$ cat config.mk
export PLATFORM = sky130hd
export DESIGN_NAME = early_branch_unit
export DESIGN_NICKNAME = d
export VERILOG_FILES = /design/src/rtl/erb_pkg.sv /design/src/rtl/erb_fetch.sv /design/src/rtl/erb_regfile.sv /design/src/rtl/erb_resolve.sv /design/src/rtl/early_branch_unit.sv
export SDC_FILE = /design/constraint.sdc
export NUM_CORES = 2
export LEC_CHECK = 0
export CAP_MARGIN = 40
export CORE_MARGIN = 4
export CORE_UTILIZATION = 65
export CTS_BUF_LIST = sky130_fd_sc_hd__clkbuf_2
export CTS_CLUSTER_DIAMETER = 60
export DETAILED_ROUTE_END_ITERATION = 6
export PLACE_DENSITY = 0.86
export SKIP_LAST_GASP = 1
export SYNTH_ARGS = -nofsm -noshare
export SYNTH_HDL_FRONTEND = slang
export SYNTH_HIERARCHICAL = 1
export SYNTH_SLANG_ARGS = --single-unit
$ cat constraint.sdc
create_clock -name clk -period 4.9 [get_ports clk]
set_input_delay 0.49 -clock clk [delete_from_list [all_inputs] [get_ports clk]]
set_output_delay 0.49 -clock clk [all_outputs]
set_load 0.05 [all_outputs]
$ cat src/rtl/erb_pkg.sv
package erb_pkg;

    localparam logic [5:0]  OP_BEQ    = 6'b000100;
    localparam logic [31:0] WORD_NOP  = 32'h0000_0000;
    localparam logic [31:0] PC_STEP   = 32'd4;

    typedef struct packed {
        logic [5:0]  op;
        logic [4:0]  rs;
        logic [4:0]  rt;
        logic [15:0] imm;
    } instr_t;

    typedef struct packed {
        logic        valid;
        logic [31:0] pc;
        instr_t      ins;
    } fd_reg_t;

    typedef struct packed {
        logic        taken;
        logic [31:0] target;
    } redirect_t;

    function automatic logic [31:0] word_offset(input logic [15:0] imm);
        return {{14{imm[15]}}, imm, 2'b00};
    endfunction

endpackage

$ cat src/rtl/erb_fetch.sv
module erb_fetch
    import erb_pkg::*;
#(
    parameter int IMEM_WORDS = 64,
    parameter bit DELAYED    = 1'b0
) (
    input  logic                          clk,
    input  logic                          rst,
    input  logic                          imem_we,
    input  logic [$clog2(IMEM_WORDS)-1:0] imem_waddr,
    input  logic [31:0]                   imem_wdata,
    input  redirect_t                     redir,
    output fd_reg_t                       fd
);
    localparam int AW = $clog2(IMEM_WORDS);

    logic [31:0] imem [IMEM_WORDS];
    logic [31:0] pc_q;
    logic [31:0] fetch_word;
    logic        squash;
    fd_reg_t     fd_q;

    always_ff @(posedge clk) begin
        if (imem_we) imem[imem_waddr] <= imem_wdata;
    end

    assign fetch_word = imem[pc_q[AW+1:2]];

    // The variant decides whether the word behind a taken branch survives.
    generate
        if (DELAYED) begin : g_keep_slot
            assign squash = 1'b0;
        end else begin : g_drop_slot
            assign squash = redir.taken;
        end
    endgenerate

    always_ff @(posedge clk) begin
        if (rst)              pc_q <= '0;
        else if (redir.taken) pc_q <= redir.target;
        else                  pc_q <= pc_q + PC_STEP;
    end

    always_ff @(posedge clk) begin
        if (rst || squash) begin
            fd_q <= '0;
        end else begin
            fd_q.valid <= 1'b1;
            fd_q.pc    <= pc_q;
            fd_q.ins   <= instr_t'(fetch_word);
        end
    end

    assign fd = fd_q;
endmodule

$ cat src/rtl/erb_regfile.sv
module erb_regfile #(
    parameter int NREGS = 32,
    parameter int XLEN  = 32
) (
    input  logic                     clk,
    input  logic                     we,
    input  logic [$clog2(NREGS)-1:0] waddr,
    input  logic [XLEN-1:0]          wdata,
    input  logic [$clog2(NREGS)-1:0] raddr_a,
    input  logic [$clog2(NREGS)-1:0] raddr_b,
    output logic [XLEN-1:0]          rdata_a,
    output logic [XLEN-1:0]          rdata_b
);
    logic [XLEN-1:0] regs [NREGS];

    always_ff @(posedge clk) begin
        if (we && waddr != '0) regs[waddr] <= wdata;
    end

    assign rdata_a = (raddr_a == '0) ? '0 : regs[raddr_a];
    assign rdata_b = (raddr_b == '0) ? '0 : regs[raddr_b];
endmodule

$ cat src/rtl/erb_resolve.sv
module erb_resolve
    import erb_pkg::*;
#(
    parameter int XLEN = 32
) (
    input  logic            dec_valid,
    input  logic [5:0]      dec_op,
    input  logic [15:0]     dec_imm,
    input  logic [31:0]     dec_pc,
    input  logic [XLEN-1:0] opnd_a,
    input  logic [XLEN-1:0] opnd_b,
    output redirect_t       redir
);
    logic operands_equal;
    logic is_beq;

    assign operands_equal = (opnd_a == opnd_b);
    assign is_beq         = (dec_op == OP_BEQ);

    // The adder runs for every decoded word; its sum is simply unused off a branch.
    assign redir.target = dec_pc + PC_STEP + word_offset(dec_imm);
    assign redir.taken  = dec_valid && is_beq && operands_equal;
endmodule

$ cat src/rtl/early_branch_unit.sv
module early_branch_unit
    import erb_pkg::*;
#(
    parameter int IMEM_WORDS = 64,
    parameter int NREGS      = 32,
    parameter int XLEN       = 32,
    parameter bit DELAYED    = 1'b0
) (
    input  logic                          clk,
    input  logic                          rst,
    input  logic                          imem_we,
    input  logic [$clog2(IMEM_WORDS)-1:0] imem_waddr,
    input  logic [31:0]                   imem_wdata,
    input  logic                          rf_we,
    input  logic [$clog2(NREGS)-1:0]      rf_waddr,
    input  logic [XLEN-1:0]               rf_wdata,
    output logic                          br_taken,
    output logic [31:0]                   br_target,
    output logic                          trace_valid,
    output logic [31:0]                   trace_pc,
    output logic [31:0]                   trace_instr
);
    localparam int RF_AW = $clog2(NREGS);

    fd_reg_t         fd;
    redirect_t       redir;
    logic [XLEN-1:0] opnd_a;
    logic [XLEN-1:0] opnd_b;

    erb_fetch #(
        .IMEM_WORDS (IMEM_WORDS),
        .DELAYED    (DELAYED)
    ) u_fetch (
        .clk        (clk),
        .rst        (rst),
        .imem_we    (imem_we),
        .imem_waddr (imem_waddr),
        .imem_wdata (imem_wdata),
        .redir      (redir),
        .fd         (fd)
    );

    erb_regfile #(
        .NREGS (NREGS),
        .XLEN  (XLEN)
    ) u_rf (
        .clk     (clk),
        .we      (rf_we),
        .waddr   (rf_waddr),
        .wdata   (rf_wdata),
        .raddr_a (fd.ins.rs[RF_AW-1:0]),
        .raddr_b (fd.ins.rt[RF_AW-1:0]),
        .rdata_a (opnd_a),
        .rdata_b (opnd_b)
    );

    erb_resolve #(
        .XLEN (XLEN)
    ) u_resolve (
        .dec_valid (fd.valid),
        .dec_op    (fd.ins.op),
        .dec_imm   (fd.ins.imm),
        .dec_pc    (fd.pc),
        .opnd_a    (opnd_a),
        .opnd_b    (opnd_b),
        .redir     (redir)
    );

    assign br_taken    = redir.taken;
    assign br_target   = redir.target;
    assign trace_valid = fd.valid;
    assign trace_pc    = fd.pc;
    assign trace_instr = fd.ins;
endmodule

==> impl_metrics.yaml <==
status:
  status: "finished with violations"
  violations: "design-rule violations, max-capacitance violations, negative setup slack"
drt:
  wl_um: 446900
  viasPerCell: 7.617
  wl_per_cell_um: 39.82
  dr_total_vias: 85480
  firstDrtPassIters: 7
  drc: 11
  detail_route.iter0.violations: 18030
  detail-route-antenna-nets: 0
synthesis:
  synth_cells: 6661
  ys_seq_elements: 3169
  synth_compound_area_share_pct: 4.274
  synth_common_cells: "edfxtp_1 (3072), mux4_2 (751), mux2i_1 (537)"
  synth_cell_types: 79
  yosysTopAreaCellShare_pct: 70.16
  synth_area_leader_cell: "edfxtp_1"
  synth_xor_area_share_pct: 0.5728
  synth_most_common_cell: "edfxtp_1"
  synthSimpleGateAreaFrac_pct: 2.611
  synthMuxAreaShare_pct: 18.58
  synth_top_family_by_area: "multiplexers"
  netlist_area_um2: 131500
  synth-async-reset-ratio_pct: 0
  synthTopCellsByArea: "edfxtp_1 (70%), mux4_2 (13%), mux2i_1 (4.1%)"
  synth_edf_count: 3072
  synth_sequential_area_ratio_pct: 71.63
  yosysWarnings: 6
  syn_avg_cell_area_um2: 19.74
  synth_fa_ha_area_share_pct: 0.5671
  synth_ff_type: "edfxtp_1"
global_route:
  overflow: 0
  grt_max_degree: 85
  grt_pass1_vias: 84260
  grtUsageTotal_pct: 40.71
  antenna_found_initial: 40
  grt_pass1_wl_um: 604700
sta:
  max_freq_mhz: 163.3
  fin_ws_ps: -1222
  maxSlewHeadroom_pct: 0.3490
  rsz0062_at_grt: "true"
  hold_viol: 0
  skew_ps: 350.9
  finalSetupViolCount: 32
  fin_crit_ps: 6122
  worstMarginPinSlew_ps: 1495
  period_share_pct: 124.9
  slew_violations: 0
  holdWs_ps: 102.2
worst_setup_path:
  cpPeakStageDelay_ps: 490
  cp_max_fo: 22
  crit_slowest_cell: "dfxtp_4"
  arrival_ps: 5630
  path_class: "reg -> out"
  cp-start-kind: "flip-flop"
  cp_data_required_time_ps: 4410
  endpoint_kind: "primary output"
  crit_chain: "or2_2 > buf_6 > buf_4 > a211oi_1 > a311oi_1 > xor2_1 > nor4_2 > nand4_1 > nor3_4 > buf_12 > buf_12"
  cpMostUsedCell: "buf_12"
hold_path:
  hold_path.class: "in -> reg"
pwr:
  power_mw: 55.34
  p_per_area_nw_per_um2: 363.6
  power_leakage_nw: 49.57
  vdd_drop_max_mv: 0.2842
place:
  dp_cells: 9500
  io_buffers: 176
  gp_congestion: 0.9261
  dpl.hpwl_um: 228000
clock_network:
  cts-root-buf: "clkbuf_2"
  cts_buffers: 744
  cts_tree: "done"
  clock_latency_ps: 2080
  htreeDepth: 6
  cts_sinks: 3169
  clk_pin_slew_ps: 150
  cts_max_path_buffers: 4
die:
  initial_core_util_pct: 65.59
  rows: 164
  io-pin-count: 177
  chipHeight_um: 457.8
  die_x_um: 457.8
  coreArea_um2: 200500
  die_area_um2: 209500
layout:
  areaGrowthSynthToFinish_pct: 15.76
  fin_util_pct: 75.92
  fin_nets: 8101
  drive_gt1_share_pct: 35.65
  fin_cells: 11220
  fillers: 9813
run:
  drv_cap: 2
state kept, by name, summed over array words and instances (netlist names):
signal,cells
u_fetch/imem,2048
u_rf/regs,1024
u_fetch/fd,65
u_fetch/pc_q,32
path summary, 6_finish.rpt:
path | startpoint | endpoint | slack, ps | depth (start not counted)
worst min register to register | u_fetch/pc_q[15] | u_fetch/fd[47] | 480 | 1
worst min-delay path | rf_wdata[4] | u_rf/regs[11][4] | 100 | 3
worst max-delay path | u_fetch/fd[24] | br_taken | -1220 | 11
worst max register to register | u_fetch/fd[24] | u_fetch/pc_q[26] | -150 | 16
per-layer routing:
layer	global-route usage, %	up-vias	routed length (µm)
met5	0.06889	-	168
met4	31.64	26	46660
met3	14.27	2976	76320
met2	60.69	10620	199300
met1	49.02	40790	124500
li1	-	31070	-
layout make-up:
class	instances	area [µm²]	share of cell area, %
Sequential cell	3169	94300	61.96
Clock buffer	1103	5520	3.627
Inverter	15	57.56	0.03781
Multi-Input combinational cell	3060	37430	24.59
Timing Repair Buffer	973	10430	6.852
Tap cell	2656	3323	2.183
Antenna cell	23	57.56	0.03781
Clock inverter	224	1082	0.7111
where the power goes:
group | leakage (nW) | internal, mW | total, mW | switching (mW)
registers | 28.5 | 30.0 | 30.2 | 0.237
clock network | 5.11 | 6.36 | 17.7 | 11.3
logic | 16.0 | 3.02 | 7.49 | 4.47
total | 49.6 | 39.3 | 55.3 | 16.0
per-stage QoR:
stage / cell area [µm²] / setup TNS [ps] / setup slack [ps]
floorplan: 131600 / 0 / 187.9
global placement: 138700 / 0 / 28.29
detailed placement: 139600 / -83.75 / -57.51
CTS: 150600 / -5812 / -1063
global route: 152200 / -9350 / -1230
finish: 152200 / -8017 / -1222
logic make-up after synthesis:
group	after synthesis
mux	1406
compound gates	775
fa+ha+maj	59
other cells	1
buf+inv	464
flops	3169
simple gates	701
xor+xnor	86
critical path, delay by kind of cell (launching register included):
| kind | cells | cell delay [ps] |
|---|---|---|
| simple gates | 4 | 1320 |
| xor+xnor | 1 | 200 |
| compound gates | 2 | 510 |
| buf+inv | 4 | 1120 |
| flops | 1 | 490 |
what timing repair did:
action,CTS,global route
hold buffers,144,8
setup buffers,112,58
resized for setup,426,116
setup endpoints to repair,37,32
cloned,22,1
pin swaps,76,73
hold endpoints to repair,3587,97
layout by cell type (no fill, tap or decap), drive strengths merged, types with 96 or more instances in the layout:
cell type and count:
nor2 161, mux4 805, clkdlybuf4s50 116, clkbuf 1106
buf 692, clkinv 202, a22oi 121, dlygate4sd3 148
a21oi 116, o22ai 101, nand2 236, mux2i 537
nand4 96, edfxtp 3072, dfxtp 97
Power figures use the tool's default switching activity.
